--- src/rtl/wo_pkg.sv ---
package wo_pkg;

  typedef enum logic [1:0] {
    ST_I = 2'b00,
    ST_V = 2'b01,
    ST_R = 2'b10,
    ST_D = 2'b11
  } line_st_e;

  typedef enum logic [1:0] {
    OP_RD  = 2'd0,
    OP_WR  = 2'd1,
    OP_RPL = 2'd2,
    OP_RSV = 2'd3
  } cpu_op_e;

  typedef enum logic [1:0] {
    BC_RD  = 2'd0,
    BC_RFO = 2'd1,
    BC_WT  = 2'd2,
    BC_WB  = 2'd3
  } bus_cmd_e;

endpackage

--- src/rtl/wo_line_states.sv ---
module wo_line_states
  import wo_pkg::*;
#(
  parameter int LINES = 16,
  parameter int IDX_W = $clog2(LINES)
) (
  input  logic             clk,
  input  logic             rst_n,
  input  logic [IDX_W-1:0] cpu_ridx,
  output line_st_e         cpu_rst,
  input  logic [IDX_W-1:0] snp_ridx,
  output line_st_e         snp_rst,
  input  logic             cpu_we,
  input  logic [IDX_W-1:0] cpu_widx,
  input  line_st_e         cpu_wst,
  input  logic             snp_we,
  input  logic [IDX_W-1:0] snp_widx,
  input  line_st_e         snp_wst
);

  line_st_e st_q [LINES];

  for (genvar g = 0; g < LINES; g++) begin : g_line
    logic     hit_snp, hit_cpu;
    line_st_e st_d;
    always_comb begin
      hit_snp = snp_we && (snp_widx == IDX_W'(g));
      hit_cpu = cpu_we && (cpu_widx == IDX_W'(g));
      st_d    = st_q[g];
      if (hit_snp)      st_d = snp_wst;
      else if (hit_cpu) st_d = cpu_wst;
    end
    always_ff @(posedge clk or negedge rst_n) begin
      if (!rst_n)                  st_q[g] <= ST_I;
      else if (hit_snp || hit_cpu) st_q[g] <= st_d;
    end
  end

  assign cpu_rst = st_q[cpu_ridx];
  assign snp_rst = st_q[snp_ridx];


  one_writer_chk: assert property (@(posedge clk) disable iff (!rst_n)
    !(cpu_we && snp_we && (cpu_widx == snp_widx)));

endmodule

--- src/rtl/wo_cpu_unit.sv ---
module wo_cpu_unit
  import wo_pkg::*;
#(
  parameter int IDX_W = 4
) (
  input  logic             clk,
  input  logic             rst_n,
  input  logic             cpu_req,
  input  logic [1:0]       cpu_op,
  input  logic [IDX_W-1:0] cpu_idx,
  input  logic             cpu_hit,
  input  logic             snp_busy,
  output logic             cpu_done,
  output logic             cpu_miss,
  output logic             bus_req,
  output logic [1:0]       bus_cmd,
  output logic [IDX_W-1:0] bus_idx,
  input  logic             bus_gnt,
  input  logic             bus_done,
  output logic [IDX_W-1:0] rd_idx,
  input  line_st_e         line_st,
  output logic             we,
  output logic [IDX_W-1:0] widx,
  output line_st_e         wst
);

  typedef enum logic [1:0] {C_IDLE, C_BUS, C_DONE} cfsm_e;

  cfsm_e            fsm_q, fsm_d;
  bus_cmd_e         cmd_q, cmd_d, eff_cmd;
  logic [IDX_W-1:0] idx_q;
  logic             miss_q, miss_d;
  logic             accept, eff_hit, abort_wb, wt_lost;

  always_comb begin
    rd_idx   = (fsm_q == C_IDLE) ? cpu_idx : idx_q;
    eff_hit  = cpu_hit && (line_st != ST_I);
    accept   = (fsm_q == C_IDLE) && cpu_req && !snp_busy;
    abort_wb = (fsm_q == C_BUS) && (cmd_q == BC_WB) && (line_st != ST_D);
    wt_lost  = (fsm_q == C_BUS) && (cmd_q == BC_WT) && (line_st == ST_I);
    eff_cmd  = wt_lost ? BC_RFO : cmd_q;

    fsm_d  = fsm_q;
    cmd_d  = cmd_q;
    miss_d = miss_q;
    we     = 1'b0;
    widx   = rd_idx;
    wst    = line_st;

    unique case (fsm_q)
      C_IDLE: begin
        if (accept) begin
          miss_d = !eff_hit;
          fsm_d  = C_DONE;
          unique case (cpu_op_e'(cpu_op))
            OP_WR: begin
              if (!eff_hit) begin
                fsm_d = C_BUS;
                cmd_d = BC_RFO;
              end else if (line_st == ST_V) begin
                fsm_d = C_BUS;
                cmd_d = BC_WT;
              end else begin
                we  = 1'b1;
                wst = ST_D;
              end
            end
            OP_RPL: begin
              if (line_st == ST_D) begin
                fsm_d = C_BUS;
                cmd_d = BC_WB;
              end else begin
                we  = (line_st != ST_I);
                wst = ST_I;
              end
            end
            default: begin
              if (!eff_hit) begin
                fsm_d = C_BUS;
                cmd_d = BC_RD;
              end
            end
          endcase
        end
      end
      C_BUS: begin
        cmd_d = eff_cmd;
        if (abort_wb) begin
          we    = 1'b1;
          wst   = ST_I;
          fsm_d = C_DONE;
        end else if (bus_gnt && bus_done) begin
          we    = 1'b1;
          fsm_d = C_DONE;
          unique case (eff_cmd)
            BC_RD:  wst = ST_V;
            BC_RFO: wst = ST_D;
            BC_WT:  wst = ST_R;
            BC_WB:  wst = ST_I;
          endcase
        end
      end
      default: fsm_d = C_IDLE;
    endcase
  end

  always_ff @(posedge clk or negedge rst_n) begin
    if (!rst_n) begin
      fsm_q  <= C_IDLE;
      cmd_q  <= BC_RD;
      idx_q  <= '0;
      miss_q <= 1'b0;
    end else begin
      fsm_q <= fsm_d;
      cmd_q <= cmd_d;
      if (accept) begin
        idx_q  <= cpu_idx;
        miss_q <= miss_d;
      end
    end
  end

  assign cpu_done = (fsm_q == C_DONE);
  assign cpu_miss = miss_q;
  assign bus_req  = (fsm_q == C_BUS) && !abort_wb;
  assign bus_cmd  = eff_cmd;
  assign bus_idx  = idx_q;


  local_write_chk: assert property (@(posedge clk) disable iff (!rst_n)
    (accept && (cpu_op == 2'd1) && eff_hit && line_st[1]) |=> (!bus_req && cpu_done));


  done_pulse_chk: assert property (@(posedge clk) disable iff (!rst_n)
    cpu_done |=> !cpu_done);


  bus_idx_hold_chk: assert property (@(posedge clk) disable iff (!rst_n)
    (bus_req && $past(bus_req)) |-> (bus_idx == $past(bus_idx)));


  no_early_done_chk: assert property (@(posedge clk) disable iff (!rst_n)
    (bus_req && !(bus_gnt && bus_done)) |=> !cpu_done);

endmodule

--- src/rtl/wo_snoop_unit.sv ---
module wo_snoop_unit
  import wo_pkg::*;
#(
  parameter int IDX_W = 4
) (
  input  logic             clk,
  input  logic             rst_n,
  input  logic             snp_valid,
  input  logic [1:0]       snp_cmd,
  input  logic [IDX_W-1:0] snp_idx,
  input  logic             snp_match,
  input  line_st_e         line_st,
  output logic             snp_supply,
  output logic             wb_req,
  output logic [IDX_W-1:0] wb_idx,
  input  logic             wb_ack,
  output logic             busy,
  output logic             we,
  output logic [IDX_W-1:0] widx,
  output line_st_e         wst
);

  logic             supply_q, supply_d;
  logic             pend_q, pend_d;
  logic [IDX_W-1:0] pidx_q;
  logic             take;

  always_comb begin
    take     = snp_valid && snp_match && (line_st != ST_I) && !pend_q;
    supply_d = 1'b0;
    pend_d   = pend_q;
    we       = 1'b0;
    widx     = snp_idx;
    wst      = line_st;

    if (pend_q && wb_ack) begin
      pend_d = 1'b0;
      we     = 1'b1;
      widx   = pidx_q;
      wst    = ST_V;
    end else if (take) begin
      unique case (bus_cmd_e'(snp_cmd))
        BC_RD: begin
          if (line_st == ST_D) begin
            supply_d = 1'b1;
            pend_d   = 1'b1;
          end else if (line_st == ST_R) begin
            we  = 1'b1;
            wst = ST_V;
          end
        end
        BC_RFO: begin
          supply_d = (line_st == ST_D);
          we       = 1'b1;
          wst      = ST_I;
        end
        BC_WT: begin
          we  = 1'b1;
          wst = ST_I;
        end
        default: ;
      endcase
    end
  end

  always_ff @(posedge clk or negedge rst_n) begin
    if (!rst_n) begin
      supply_q <= 1'b0;
      pend_q   <= 1'b0;
      pidx_q   <= '0;
    end else begin
      supply_q <= supply_d;
      pend_q   <= pend_d;
      if (take && supply_d) pidx_q <= snp_idx;
    end
  end

  assign snp_supply = supply_q;
  assign wb_req     = pend_q;
  assign wb_idx     = pidx_q;
  assign busy       = snp_valid || pend_q;


  supply_pulse_chk: assert property (@(posedge clk) disable iff (!rst_n)
    snp_supply |=> !snp_supply);


  wb_hold_chk: assert property (@(posedge clk) disable iff (!rst_n)
    (wb_req && !wb_ack) |=> (wb_req && $stable(wb_idx)));


  wb_release_chk: assert property (@(posedge clk) disable iff (!rst_n)
    (wb_req && wb_ack) |=> !wb_req);

endmodule

--- src/rtl/wonce_coh_ctrl.sv ---
module wonce_coh_ctrl
  import wo_pkg::*;
#(
  parameter int LINES = 16,
  parameter int IDX_W = $clog2(LINES)
) (
  input  logic             clk,
  input  logic             rst_ni,
  input  logic             cpu_req,
  input  logic [1:0]       cpu_op,
  input  logic [IDX_W-1:0] cpu_idx,
  input  logic             cpu_hit,
  output logic             cpu_done,
  output logic             cpu_miss,
  output logic             bus_req,
  output logic [1:0]       bus_cmd,
  output logic [IDX_W-1:0] bus_idx,
  input  logic             bus_gnt,
  input  logic             bus_done,
  input  logic             snp_valid,
  input  logic [1:0]       snp_cmd,
  input  logic [IDX_W-1:0] snp_idx,
  input  logic             snp_match,
  output logic             snp_supply,
  output logic             wb_req,
  output logic [IDX_W-1:0] wb_idx,
  input  logic             wb_ack
);

  logic [1:0]       rst_sync_q;
  logic             rst_n;
  logic [IDX_W-1:0] cpu_ridx, cpu_widx, snp_widx;
  line_st_e         cpu_rst, snp_rst, cpu_wst, snp_wst;
  logic             cpu_we, snp_we, snp_busy;

  always_ff @(posedge clk or negedge rst_ni) begin
    if (!rst_ni) rst_sync_q <= 2'b00;
    else         rst_sync_q <= {rst_sync_q[0], 1'b1};
  end
  assign rst_n = rst_sync_q[1];

  wo_line_states #(.LINES(LINES), .IDX_W(IDX_W)) u_states (
    .clk      (clk),
    .rst_n    (rst_n),
    .cpu_ridx (cpu_ridx),
    .cpu_rst  (cpu_rst),
    .snp_ridx (snp_idx),
    .snp_rst  (snp_rst),
    .cpu_we   (cpu_we),
    .cpu_widx (cpu_widx),
    .cpu_wst  (cpu_wst),
    .snp_we   (snp_we),
    .snp_widx (snp_widx),
    .snp_wst  (snp_wst)
  );

  wo_cpu_unit #(.IDX_W(IDX_W)) u_cpu (
    .clk      (clk),
    .rst_n    (rst_n),
    .cpu_req  (cpu_req),
    .cpu_op   (cpu_op),
    .cpu_idx  (cpu_idx),
    .cpu_hit  (cpu_hit),
    .snp_busy (snp_busy),
    .cpu_done (cpu_done),
    .cpu_miss (cpu_miss),
    .bus_req  (bus_req),
    .bus_cmd  (bus_cmd),
    .bus_idx  (bus_idx),
    .bus_gnt  (bus_gnt),
    .bus_done (bus_done),
    .rd_idx   (cpu_ridx),
    .line_st  (cpu_rst),
    .we       (cpu_we),
    .widx     (cpu_widx),
    .wst      (cpu_wst)
  );

  wo_snoop_unit #(.IDX_W(IDX_W)) u_snp (
    .clk        (clk),
    .rst_n      (rst_n),
    .snp_valid  (snp_valid),
    .snp_cmd    (snp_cmd),
    .snp_idx    (snp_idx),
    .snp_match  (snp_match),
    .line_st    (snp_rst),
    .snp_supply (snp_supply),
    .wb_req     (wb_req),
    .wb_idx     (wb_idx),
    .wb_ack     (wb_ack),
    .busy       (snp_busy),
    .we         (snp_we),
    .widx       (snp_widx),
    .wst        (snp_wst)
  );


  single_src_chk: assert property (@(posedge clk) disable iff (!rst_n)
    !(bus_req && wb_req && (bus_cmd == 2'd3) && (bus_idx == wb_idx)));

endmodule

--- config.mk ---
export PLATFORM = sky130hd
export DESIGN_NAME = wonce_coh_ctrl
export DESIGN_NICKNAME = d
export VERILOG_FILES = /design/src/rtl/wo_pkg.sv /design/src/rtl/wo_line_states.sv /design/src/rtl/wo_cpu_unit.sv /design/src/rtl/wo_snoop_unit.sv /design/src/rtl/wonce_coh_ctrl.sv
export SDC_FILE = /design/constraint.sdc
export NUM_CORES = 1
export LEC_CHECK = 0
export ABC_AREA = 1
export BUFFER_PORTS_ARGS = -buffer_cell sky130_fd_sc_hd__buf_2
export CORE_ASPECT_RATIO = 1.25
export CORE_MARGIN = 2
export CORE_UTILIZATION = 30
export CTS_BUF_LIST = sky130_fd_sc_hd__clkbuf_4 sky130_fd_sc_hd__clkbuf_8 sky130_fd_sc_hd__clkbuf_16
export CTS_CLUSTER_DIAMETER = 60
export DETAILED_ROUTE_END_ITERATION = 10
export GPL_ROUTABILITY_DRIVEN = 0
export PLACE_DENSITY = 0.51
export SLEW_MARGIN = 0
export SYNTH_ARGS = -nofsm -noshare
export SYNTH_HDL_FRONTEND = slang
export SYNTH_SLANG_ARGS = --single-unit
--- constraint.sdc ---
create_clock -name clk -period 2.84 [get_ports clk]
set_clock_uncertainty 0.15 [all_clocks]
set_input_delay 0.568 -clock clk [delete_from_list [all_inputs] [get_ports clk]]
set_output_delay 0.568 -clock clk [all_outputs]
set_load 0.005 [all_outputs]
==> PnR_summary.wiki <==
{| class="wikitable"
! Metric !! Value
|-
| #FFs+latches synth || 49
|-
| Count of distinct cell types in the synthesized netlist || 36
|-
| H-Tree Depth || 2
|-
| Number of warnings reported in the yosys synthesis log || 0
|-
| Number of diodes added for antenna fixing || 0
|-
| Total CTS buffers || 5
|-
| Clock slew at the register clock pins of the worst setup and hold paths || 0.07 ns
|-
| Final Slew Violations || 0
|-
| Final cell area excluding filler cells || 5610 µm²
|-
| Result of the run || finished, violations left
|-
| Routed wire length || 13580 µm
|-
| Clock net sink count || 49
|-
| Vertical extent of the die || 135.0 µm
|-
| Initial core utilization || 30.87%
|-
| Arr. time, crit path || roughly 3.3 ns
|-
| Max cap viols || 0
|-
| Slack of the critical path || -0.3947 ns
|-
| Share of the clock period used by the worst path after layout || 113.9%
|-
| Final layout net count || around 740
|-
| Category of the worst setup path capture point || flop
|-
| Buffer depth of the longest clock path || 2
|-
| Biggest fanout along the worst timing path || 5
|-
| Vias per cell || 4.987
|-
| Violations in the final reports || negative setup slack
|-
| Pin count of the biggest net entering global routing || 30
|-
| Global Route Usage Sum || 18.94%
|-
| Placed cell count || ~850
|-
| DP HPWL || 10380 µm
|-
| Share of layout cells above drive strength 1 || 33.47%
|-
| Setup repair after global routing missed its margin || yes
|-
| Post-synthesis average cell area || 6.743 µm²
|-
| Cell type contributing the most total cell area after synthesis || dfrtp_1
|-
| Buffers on Ports || 35
|-
| Pwr/cell area || 1035 nW/µm²
|-
| Clock insertion delay at the later pin of the skew report || 0.30 ns
|-
| Remaining Overflow, GRT || 0
|-
| TritonCTS clock tree || built
|-
| Data required time of the critical path || 2.92 ns
|-
| TritonRoute pass-1 iters || 6
|-
| Post-Synthesis Net Count || roughly 640
|-
| DRC violations left || 0
|-
| Cell area after synthesis || 4120 µm²
|-
| Ports placed on the boundary || 36
|-
| Highest achievable clock rate || 309.1 MHz
|-
| Area of the core || 13350 µm²
|-
| Cell leakage power || 2.819 nW
|-
| Remaining antenna violation count || 0
|-
| Main synth FF type || dfrtp_1
|-
| Overall via count from detail_route || between 4000 and 5000
|-
| Ys async rst share || 100.0%
|-
| Number of DRC violations after detailed-routing iteration 0 || roughly 330
|-
| Hold Path Class || reg2async
|-
| Peak VDD IR || 636.9 µV
|-
| Row cnt || 47
|-
| Die Area || approximately 15000 µm²
|-
| Non-Filler Instances || between 800 and 900
|-
| Buffer type at the clock tree root || clkbuf_16
|-
| Wire length of the first global-routing pass || 21660 µm
|-
| Final critical delay including setup and external delays || 3.235 ns
|-
| Mean routed wirelength per cell || 15.45 µm
|-
| Worst slew slack as a fraction of its limit || between 40% and 50%
|-
| Die X || 108.8 µm
|-
| Gate count after technology mapping || between 600 and 700
|-
| Number of failing hold endpoints at the final stage || 0
|-
| Top post-synthesis cells by area || dfrtp_1 30%, nand2_1 17%, nand3_1 13%
|-
| Placed cell area || 4873 µm²
|-
| Area Growth Syn to Fin || 36.17%
|-
| Count of flip-flops with a built-in enable after synthesis || 0
|-
| Count of endpoints failing setup in the final report || 37
|-
| Antenna violations before repair || 0
|-
| Number of global-route vias before repair || 4238
|-
| Category of the most critical setup path || reg2reg
|-
| Actual slew at the worst max-slew pin || roughly 0.8 ns
|-
| Fraction of post-synthesis cell area in the top cell type by area || 29.76%
|-
| Startpoint class of the critical path || flop
|-
| Share of the yosys chip area belonging to registers || ~30%
|}
-- sequential cells by signal, summed over array words and instances (netlist names) --
register,count
u_cpu.bus_idx,4
u_states.st_q,32
u_snp.snp_supply,1
u_cpu.cpu_miss,1
u_snp.wb_req,1
u_cpu.fsm_q,2
rst_sync_q,2
u_cpu.cmd_q,2
u_snp.wb_idx,4
-- layout make-up --
class | count | area [µm²]
fill | 1383 | 7739
multi-input combinational | 487 | 2920
sequential | 49 | 1227
timing repair buffer | 104 | 840.8
inverter | 59 | 224.0
tap | 171 | 214.0
clock buffer | 7 | 146.4
clock inverter | 1 | 30.03
timing repair inverter | 1 | 7.507
-- through the flow --
step | hold WS (ns) | util, % | TNS [ns] | setup slack (ns) | total power, W
5_1_grt | 0.1213 | 42.03 | -18.66 | -0.5790 | 0.006206
6_report | 0.06711 | 42.03 | -11.22 | -0.3947 | 0.005807
3_5_place_dp | 0.08353 | 36.51 | -11.99 | -0.3998 | 0.004288
4_1_cts | 0.08428 | 39.85 | -10.78 | -0.3541 | 0.005372
2_1_floorplan | 0.1224 | - | -0.1279 | -0.06041 | 0.003059
3_3_place_gp | 0.07881 | 36.51 | -10.40 | -0.3754 | 0.004260
-- critical path: stages, from the launching register on --
cell,delay (ns)
dfrtp_1,0.42
nor2_4,0.21
buf_12,0.15
nand2_8,0.10
buf_6,0.16
nand3_2,0.05
nand2_1,0.05
nand2_1,0.05
nand2_1,0.06
nand2_1,0.07
nand2_2,0.07
nor2_4,0.20
ha_4,0.23
o21ai_2,0.12
nand2_1,0.07
o211ai_2,0.08
inv_2,0.11
nor3_4,0.31
nand2_1,0.17
a21oi_1,0.20
nand2_1,0.07
nand3_1,0.07
-- final timing paths --
kind                           startpoint                 to  slack [ns]  cells past startpoint
max                        u_cpu.fsm_q[0]  u_states.st_q[15]       -0.39                     21
min                         rst_sync_q[1]   u_snp.snp_supply        0.07                      0
max reg2reg                u_cpu.fsm_q[0]  u_states.st_q[15]       -0.39                     21
min reg2reg                 rst_sync_q[1]   u_snp.snp_supply        0.07                      0
max in group asynchronous   rst_sync_q[1]     u_cpu.cmd_q[0]        1.68                      1
min in group clk            rst_sync_q[0]      rst_sync_q[1]        0.21                      0
-- timing repair --
item	in CTS	in global routing
resized for setup	43	46
endpoints found under the hold margin	2	0
hold buffers	1	0
buffers inserted	7	8
pin swaps	19	42
endpoints found under the setup margin	38	39
cloned	1	3
-- layer usage --
layer  track usage (%)  part of all wire (%)  routed length [µm]  vias to the layer above
met3             2.510                   3.5                 476                       19
met2             34.79                    52                7112                      104
met1             23.03                    42                5747                     2075
li1                  -                     -                   -                     2186
met4             4.772                   1.8                 244                        0
met5                 0                     0                   0                        -
-- cell families after synthesis --
group,count (synthesis),share of synthesized area [%]
buffers and inverters,78,9.323
adders and majority gates,11,3.340
and+or+nand+nor,395,45.34
muxes,1,0.2733
AOI/OAI and AO/OA,76,11.87
DFF,49,29.76
other,1,0.09101
-- cell usage after synthesis (4+ instances only) --
| cell | instances |
|---|---|
| nand2_1 | 183 |
| nand3_1 | 107 |
| nor2_1 | 53 |
| inv_1 | 52 |
| dfrtp_1 | 49 |
| o21ai_0 | 26 |
| nand2_2 | 21 |
| a21oi_1 | 14 |
| a21oi_2 | 12 |
| nand3_2 | 12 |
| ha_1 | 11 |
| o21ai_1 | 9 |
| buf_6 | 7 |
| inv_2 | 7 |
| o211ai_1 | 7 |
| buf_2 | 6 |
| nand2_4 | 5 |
| buf_4 | 4 |
| nor2_2 | 4 |
| nor3_2 | 4 |
-- placed cells by master, fill, tap and decap left out, types with 5 or more instances in the layout --
master and count:
o211ai_1 7, nand2_4 16, nand3_1 98, nand2_2 27
a21oi_2 6, o21ai_0 24, nand3_2 20, dfrtp_1 48
buf_6 14, clkbuf_16 5, buf_2 33, nand2_1 164
a21oi_1 12, ha_1 8, o21ai_1 9, nor2_2 5
nand2_8 5, inv_1 46, a21oi_4 8, nor2_1 49
buf_4 49, nor2_4 5, buf_12 7, inv_2 12
-- power breakdown --
part	internal, W	switching (W)
Combinational	0.00172	0.00218
Sequential	0.000944	0.000246
Clock	0.000450	0.000273
Total	0.00311	0.00270
No activity file was read; power rests on OpenSTA's default activity.
